**src/rtl/fmul_pkg.sv**
```systemverilog
package fmul_pkg;
   typedef struct packed {
      logic trap;
      logic ovf;
      logic fov;
      logic fund;
   } fmul_flags_t;
endpackage

```
**src/rtl/fmul_unpack.sv**
```systemverilog
module fmul_unpack #(
   parameter int EXP_W  = 8,
   parameter int FRAC_W = 27
) (
   input  logic [EXP_W+FRAC_W:0] word_i,
   output logic                  sgn_o,
   output logic [EXP_W-1:0]      exp_o,
   output logic [FRAC_W-1:0]     frac_o
);
   localparam int MW = EXP_W + FRAC_W;

   logic [MW-1:0] mag;

   assign sgn_o  = word_i[MW];
   // low bits of the whole-word negation give the magnitude fields
   assign mag    = sgn_o ? (~word_i[MW-1:0] + 1'b1) : word_i[MW-1:0];
   assign exp_o  = mag[MW-1 -: EXP_W];
   assign frac_o = mag[FRAC_W-1:0];
endmodule

```
**src/rtl/fmul_lzc.sv**
```systemverilog
module fmul_lzc #(
   parameter int W  = 54,
   parameter int CW = 6
) (
   input  logic [W-1:0]  vec_i,
   output logic [CW-1:0] cnt_o
);
   always_comb begin
      cnt_o = CW'(W);
      for (int i = 0; i < W; i++) begin
         if (vec_i[i]) cnt_o = CW'(W - 1 - i);
      end
   end
endmodule

```
**src/rtl/fmul_norm_round.sv**
```systemverilog
module fmul_norm_round #(
   parameter int EXP_W     = 8,
   parameter int FRAC_W    = 27,
   parameter int XW        = 16,
   parameter bit HAS_ROUND = 1
) (
   input  logic [2*FRAC_W-1:0]   prod_i,
   input  logic signed [XW-1:0]  exp_i,
   input  logic                  rnd_i,
   output logic [EXP_W+FRAC_W-1:0] mag_o,
   output logic                  ovf_o,
   output logic                  unf_o
);
   localparam int PW = 2 * FRAC_W;
   localparam int CW = $clog2(PW + 1);
   localparam logic signed [XW-1:0] EMAX = XW'((2 ** EXP_W) - 1);

   logic [CW-1:0]         lz;
   logic                  is_zero;
   logic [FRAC_W-1:0]     frac_r;
   logic                  carry;
   logic signed [XW-1:0]  e_fin;

   assign is_zero = (prod_i == '0);

   fmul_lzc #(.W(PW), .CW(CW)) u_lzc (
      .vec_i (prod_i),
      .cnt_o (lz)
   );

   if (HAS_ROUND) begin : g_rnd
      logic [FRAC_W:0] hg;
      logic [FRAC_W:0] sum;
      // normalized high part plus the first dropped bit in hg[0]
      assign hg     = (FRAC_W+1)'((prod_i << lz) >> (FRAC_W - 1));
      assign sum    = {1'b0, hg[FRAC_W:1]} + (FRAC_W+1)'(rnd_i & hg[0]);
      assign carry  = sum[FRAC_W];
      assign frac_r = carry ? sum[FRAC_W:1] : sum[FRAC_W-1:0];
   end else begin : g_trunc
      assign frac_r = FRAC_W'((prod_i << lz) >> FRAC_W);
      assign carry  = 1'b0;
   end

   assign e_fin = exp_i - $signed(XW'(lz)) + $signed(XW'(carry));

   assign ovf_o = !is_zero && (e_fin > EMAX);
   assign unf_o = !is_zero && (e_fin < 0);
   assign mag_o = is_zero ? '0 : {e_fin[EXP_W-1:0], frac_r};
endmodule

```
**src/rtl/fmul_round.sv**
```systemverilog
module fmul_round
   import fmul_pkg::*;
#(
   parameter int EXP_W     = 8,
   parameter int FRAC_W    = 27,
   parameter bit HAS_ROUND = 1
) (
   input  logic                 clk,
   input  logic                 rst_n,
   input  logic [EXP_W+FRAC_W:0] op_a,
   input  logic [EXP_W+FRAC_W:0] op_b,
   input  logic                 rnd_en,
   input  logic                 start,
   output logic [EXP_W+FRAC_W:0] prod,
   output logic                 done,
   output logic                 flg_trap,
   output logic                 flg_ovf,
   output logic                 flg_fov,
   output logic                 flg_fund
);
   localparam int WORD_W = 1 + EXP_W + FRAC_W;
   localparam int PW     = 2 * FRAC_W;
   localparam int XW     = EXP_W + $clog2(PW + 1) + 2;
   localparam int BIAS   = 2 ** (EXP_W - 1);

   if (EXP_W < 2 || FRAC_W < 2) begin : g_bad_cfg
      $error("fmul_round: EXP_W and FRAC_W must both be at least 2");
   end

   logic [WORD_W-1:0]   opw [2];
   logic [1:0]          sg;
   logic [EXP_W-1:0]    ex  [2];
   logic [FRAC_W-1:0]   fr  [2];
   logic [PW-1:0]       fprod;
   logic signed [XW-1:0] exp_sum;
   logic [WORD_W-2:0]   mag;
   logic                ovf_ev;
   logic                unf_ev;
   logic [WORD_W-1:0]   pos_w;
   logic [WORD_W-1:0]   res_w;
   fmul_flags_t         flg_q;

   assign opw[0] = op_a;
   assign opw[1] = op_b;

   for (genvar k = 0; k < 2; k++) begin : g_op
      fmul_unpack #(.EXP_W(EXP_W), .FRAC_W(FRAC_W)) u_unp (
         .word_i (opw[k]),
         .sgn_o  (sg[k]),
         .exp_o  (ex[k]),
         .frac_o (fr[k])
      );
   end

   assign fprod   = PW'(fr[0]) * PW'(fr[1]);
   assign exp_sum = $signed(XW'(ex[0])) + $signed(XW'(ex[1])) - $signed(XW'(BIAS));

   fmul_norm_round #(
      .EXP_W(EXP_W), .FRAC_W(FRAC_W), .XW(XW), .HAS_ROUND(HAS_ROUND)
   ) u_nr (
      .prod_i (fprod),
      .exp_i  (exp_sum),
      .rnd_i  (rnd_en),
      .mag_o  (mag),
      .ovf_o  (ovf_ev),
      .unf_o  (unf_ev)
   );

   assign pos_w = {1'b0, mag};
   assign res_w = (sg[0] ^ sg[1]) ? (~pos_w + 1'b1) : pos_w;

   always_ff @(posedge clk or negedge rst_n) begin
      if (!rst_n) begin
         prod  <= '0;
         done  <= 1'b0;
         flg_q <= '0;
      end else begin
         done <= start;
         if (start) begin
            prod       <= res_w;
            flg_q.trap <= flg_q.trap | ovf_ev | unf_ev;
            flg_q.ovf  <= flg_q.ovf  | ovf_ev | unf_ev;
            flg_q.fov  <= flg_q.fov  | ovf_ev | unf_ev;
            flg_q.fund <= flg_q.fund | unf_ev;
         end
      end
   end

   assign flg_trap = flg_q.trap;
   assign flg_ovf  = flg_q.ovf;
   assign flg_fov  = flg_q.fov;
   assign flg_fund = flg_q.fund;
endmodule

```
**config.mk**
```make
export PLATFORM = sky130hd
export DESIGN_NAME = fmul_round
export DESIGN_NICKNAME = d
export VERILOG_FILES = /design/src/rtl/fmul_pkg.sv /design/src/rtl/fmul_unpack.sv /design/src/rtl/fmul_lzc.sv /design/src/rtl/fmul_norm_round.sv /design/src/rtl/fmul_round.sv
export SDC_FILE = /design/constraint.sdc
export NUM_CORES = 2
export LEC_CHECK = 0
export BUFFER_PORTS_ARGS = -buffer_cell sky130_fd_sc_hd__clkbuf_2
export CORE_ASPECT_RATIO = 1.25
export CORE_MARGIN = 2
export CORE_UTILIZATION = 55
export CTS_BUF_LIST = sky130_fd_sc_hd__clkbuf_2 sky130_fd_sc_hd__clkbuf_4 sky130_fd_sc_hd__clkbuf_8
export DETAILED_ROUTE_END_ITERATION = 7
export GPL_ROUTABILITY_DRIVEN = 0
export HOLD_SLACK_MARGIN = 0.12
export PLACE_DENSITY = 0.83
export SYNTH_ARGS = -nofsm -noshare
export SYNTH_HDL_FRONTEND = slang
export SYNTH_HIERARCHICAL = 1
export SYNTH_SLANG_ARGS = --single-unit
export TNS_END_PERCENT = 100
```
**constraint.sdc**
```tcl
create_clock -name clk -period 0.85 [get_ports clk]
set_input_delay 0.2125 -clock clk [delete_from_list [all_inputs] [get_ports clk]]
set_output_delay 0.2125 -clock clk [all_outputs]
set_load 0.02 [all_outputs]
```
==> flow_summary_export.csv, run 1 <==
group,metric,value,unit
global_route,grt_max_degree,45,
floorplanning,die_w,228,um
synth,synth_cell_types,104,
global_route,grt_pass1_vias,47200,
floorplanning,rows,102,
synth,ys_ff_latch,41,
global_route,grtUsageTotal,0.605,
clocking,numCtsBuffers,5,
floorplanning,io_pins,117,
synth,post_synth.cell_area_avg,8.49,um2
clocking,cts_max_level,2,
placement,port_buffers,116,
synth,synth-seq-area-share,0.0297,
synth,syn_inst,4066,
run_status,error,"[ERROR GRT-0116] Global routing finished with congestion. Check the congestion regions in the DRC Viewer.",
synth,synth_nets,5002,
run_status,lastStage,"global routing (5_1_grt)",
floorplanning,dieHeight,284,um
synth,synthFlopType,"dfrtp_1",
global_route,overflow,102,
clocking,cts-root-buf,"clkbuf_8",
synth,synth_edf_count,0,
synth,yosysWarnings,6,
global_route,grt_pass1_wl,292000,um
floorplanning,start_util,0.556,
synth,syn_area,34500,um2
clocking,cts_num_sinks,41,
clocking,clock_path_buffers,2,
run_status,status,"aborted with a tool error",
placement,hpwl,104000,um
synth,synth-async-reset-ratio,1.00,
## synthesized netlist by cell type, types with 12 or more instances
cell	n	area share
a211oi_1	13	0.0028
a21o_1	26	0.0057
a21oi_1	152	0.022
a31oi_1	13	0.0024
and2_1	299	0.054
buf_2	25	0.0036
buf_6	12	0.0039
clkbuf_1	171	0.019
dfrtp_1	41	0.030
fa_1	626	0.36
ha_1	234	0.085
inv_1	787	0.086
mux2_2	32	0.010
mux2i_1	46	0.013
mux4_2	61	0.040
nand2_1	557	0.061
nand2b_1	31	0.0056
nand3_1	25	0.0036
nand4_1	33	0.0060
nor2_1	174	0.019
nor2b_1	15	0.0027
nor3_1	53	0.0077
nor4_1	34	0.0062
o21a_1	12	0.0026
o21ai_0	75	0.011
o21bai_1	27	0.0059
o31ai_1	25	0.0054
o41ai_2	21	0.0099
or2_2	12	0.0022
or3_1	17	0.0031
xnor2_1	128	0.032
xor2_1	51	0.013
## metrics by stage
step	setup WS [ns]	instance area, um2	instances
after floorplan	-12.38	35300	4066
after global placement	-13.63	43000	5652
after detailed placement	-14.11	43000	5652
after CTS	-12.78	45700	5789
## repair_timing
action                     4_1_cts
hold endpoints to repair        41
gates resized for setup        282
hold buffers                     1
setup endpoints to repair       81
setup buffers                  133
pin swaps                      148
cloned                           6
## per-layer routing
metal  global-route usage  overflow
met2                0.801        47
met4                0.610        52
met3                0.479         2
met1                0.557         1
met5                0.139         0
## kinds of logic after synthesis
logic type,after synthesis,synth area share
DFF,41,0.0297
buffers and inverters,1021,0.116
AOI/OAI and AO/OA,494,0.102
adders and majority gates,860,0.448
muxes,140,0.0640
and+or+nand+nor,1331,0.194
xor gates and xnor gates,179,0.0454
==> run 2, diff against run 1 <==
--- a/config.mk
+++ b/config.mk
@@ -6,14 +6,11 @@
 export NUM_CORES = 2
 export LEC_CHECK = 0
 export BUFFER_PORTS_ARGS = -buffer_cell sky130_fd_sc_hd__clkbuf_2
-export CORE_ASPECT_RATIO = 1.25
 export CORE_MARGIN = 2
-export CORE_UTILIZATION = 55
-export CTS_BUF_LIST = sky130_fd_sc_hd__clkbuf_2 sky130_fd_sc_hd__clkbuf_4 sky130_fd_sc_hd__clkbuf_8
+export CORE_UTILIZATION = 40
 export DETAILED_ROUTE_END_ITERATION = 7
 export GPL_ROUTABILITY_DRIVEN = 0
-export HOLD_SLACK_MARGIN = 0.12
-export PLACE_DENSITY = 0.83
+export PLACE_DENSITY_LB_ADDON = 0.15
 export SYNTH_ARGS = -nofsm -noshare
 export SYNTH_HDL_FRONTEND = slang
 export SYNTH_HIERARCHICAL = 1
==> flow_summary_export.csv, run 2 <==
group,metric,value,unit
run_status,status,"finished with violations",
run_status,failed_checks,"setup timing",
final_layout,layout-drive-gt1-share,0.334,
synth,synth-seq-area-share,0.0297,
placement,port_buffers,116,
route,drtAntennaViolNets,0,
synth,ys_top_cells_by_count,"inv_1 (787), fa_1 (626), nand2_1 (557)",
clocking,insertion_delay,0.27,ns
route,dr.pass1.iters,5,
final_layout,mostFrequentLayoutCells,"buf_4 (871), inv_1 (766), fa_1 (607)",
floorplanning,io_pins,117,
timing,slew_violations,0,
global_route,grt_pass1_wl,185000,um
final_layout,final_common_cell,"buf_4",
synth,post_synth.cell_area_avg,8.49,um2
clocking,clock_path_buffers,2,
worst_setup_path,critPathMaxFanout,8,
clocking,cts_max_level,2,
hold_path,hold_class,"input port to flop",
route,vias,31800,
hold_path,min_delay_path_depth,2,
final_layout,max_flop_register,"prod",
final_layout,syn_to_final_growth,36.4,%
placement,dp_slack,-13.61,ns
route,drc,0,
worst_setup_path,critPathBufInv,17,
synth,synth_edf_count,0,
final_layout,n_fill_cell,7819,
worst_setup_path,startpoint_type,"input port",
worst_setup_path,endpoint_kind,"flop",
floorplanning,die-area,88700,um2
worst_setup_path,crit_path_frequent_cell,"fa_1",
worst_setup_path,cp.arrival,13.86,ns
clocking,cts-root-buf,"clkbuf_16",
route,vias_per_cell,5.20,
synth,synthMuxAreaShare,0.0640,
worst_setup_path,crit_slowest_cell,"fa_1",
synth,synth_nets,5002,
worst_setup_path,critPathRequiredTime,1.01,ns
timing,fin_crit_sh,16.1,
worst_setup_path,critPathTopFamily,"adder cells",
floorplanning,start_util,0.405,
clocking,numCtsBuffers,5,
route,dr.first_iter.drc_count,2044,
synth,synth_xor_area_frac,0.0454,
synth,syn_area,34500,um2
worst_setup_path,r2r_cells,1,
final_layout,postLayoutCoreUtil,0.552,
global_route,grt_max_degree,42,
synth,synth-simple-area-share,0.194,
flow_run,maxCapViolations,0,
global_route,grt_pass1_vias,33400,
synth,yosys.area.top_type,"fa_1",
synth,synth_cell_types,104,
synth,synthFlopType,"dfrtp_1",
route,drt-total-wl,117000,um
timing,setup_viol_count_final,81,
synth,syn_inst,4066,
timing,worst_pin_slew,0.737,ns
floorplanning,dieHeight,298,um
floorplanning,rows,107,
global_route,grtUsageTotal,0.261,
synth,synth-compound-area-share,0.102,
placement,hpwl,97600,um
timing,final_hold_viol_count,0,
synth,yosysWarnings,6,
global_route,antenna_found_initial,1,
timing,fmax,73.0,MHz
clocking,clk_pin_slew,0.06,ns
timing,finalClockSkew,0,ns
floorplanning,die_w,298,um
final_layout,fin_area,47100,um2
synth,synth-async-reset-ratio,1.00,
timing,max_slew_margin,0.504,
timing,hold_slack,0.291,ns
final_layout,nNetsFinal,5899,
synth,synth_top_area_share,0.363,
clocking,cts_tree,"built",
worst_setup_path,crit_cells,62,
synth,synth.most_common_cell,"inv_1",
final_layout,largest_reg_flops,36,
timing,timing.final.ws_setup,-12.85,ns
placement,placed_area,43900,um2
route,routedWlPerCell,19.1,um
synth,synth_top_family_by_area,"adder cells",
synth,synthAdderAreaFrac,0.448,
timing,rsz0062_at_grt,"true",
worst_setup_path,worst-setup-path-type,"input port to flop",
timing,period_minus_slack,13.70,ns
worst_setup_path,slowest_delay,0.55,ns
synth,ys_ff_latch,41,
clocking,cts_num_sinks,41,
global_route,overflow,0,
synth,synthTopCellsByArea,"fa_1 (36%), inv_1 (8.6%), ha_1 (8.5%)",
floorplanning,core_area,85300,um2
run 2: layout make-up:
type                       instances  area [um2]  share of cell area
inverter                         792        2980              0.0633
clock buffer                       6         139             0.00295
antenna                            1        2.50           0.0000532
timing repair buffer            1118        9470               0.201
multi-input combinational       3005       32000               0.680
tap                             1144        1430              0.0304
sequential                        41        1030              0.0218
clock inverter                     2        37.5            0.000797
run 2: routing by layer:
layer / vias to the layer above / GRT usage / routed length, um
li1: 14700 / - / -
met1: 16000 / 0.357 / 51000
met2: 927 / 0.450 / 56600
met3: 193 / 0.0206 / 5620
met4: 2 / 0.0571 / 3520
met5: - / 0 / 13
run 2: through the flow:
stage	std cells	TNS [ns]
2_1_floorplan	4066	-452.43
3_3_place_gp	6001	-509.25
3_5_place_dp	6001	-512.87
4_1_cts	6034	-490.34
5_1_grt	6108	-515.41
6_report	6109	-495.72
run 2: cells by family (layout without fill, tap and decap cells):
kind of cell	count (synthesis)	in the layout
compound gates	494	494
xor+xnor	179	180
fa+ha+maj	860	860
buf+inv	1021	1918
flops	41	41
mux	140	140
other cells	0	1
simple gates	1331	1331
run 2: repair_timing:
item	4_1_cts	5_1_grt
endpoints found under the hold margin	41	0
setup buffers	21	67
hold buffers	1	0
resized for setup	141	301
pin swaps	36	157
setup endpoints to repair	81	81
gates cloned	3	8
run 2: final timing paths:
| check | startpoint | endpoint | slack, ns |
|---|---|---|---|
| max in group asynchronous | rst_n | flg_trap$_DFFE_PN0P_ | 0.20 |
| min reg2reg | flg_fund$_DFFE_PN0P_ | flg_fund$_DFFE_PN0P_ | 0.47 |
| min in group asynchronous | rst_n | prod[9]$_DFFE_PN0P_ | 0.45 |
| max | op_b[11] | flg_trap$_DFFE_PN0P_ | -12.85 |
| max reg2reg | prod[0]$_DFFE_PN0P_ | prod[0]$_DFFE_PN0P_ | 0.09 |
| min | start | prod[0]$_DFFE_PN0P_ | 0.29 |
Power of run 2 is not shown: default switching activity piles up to over one toggle a cycle in this logic, so the estimate is an artifact.
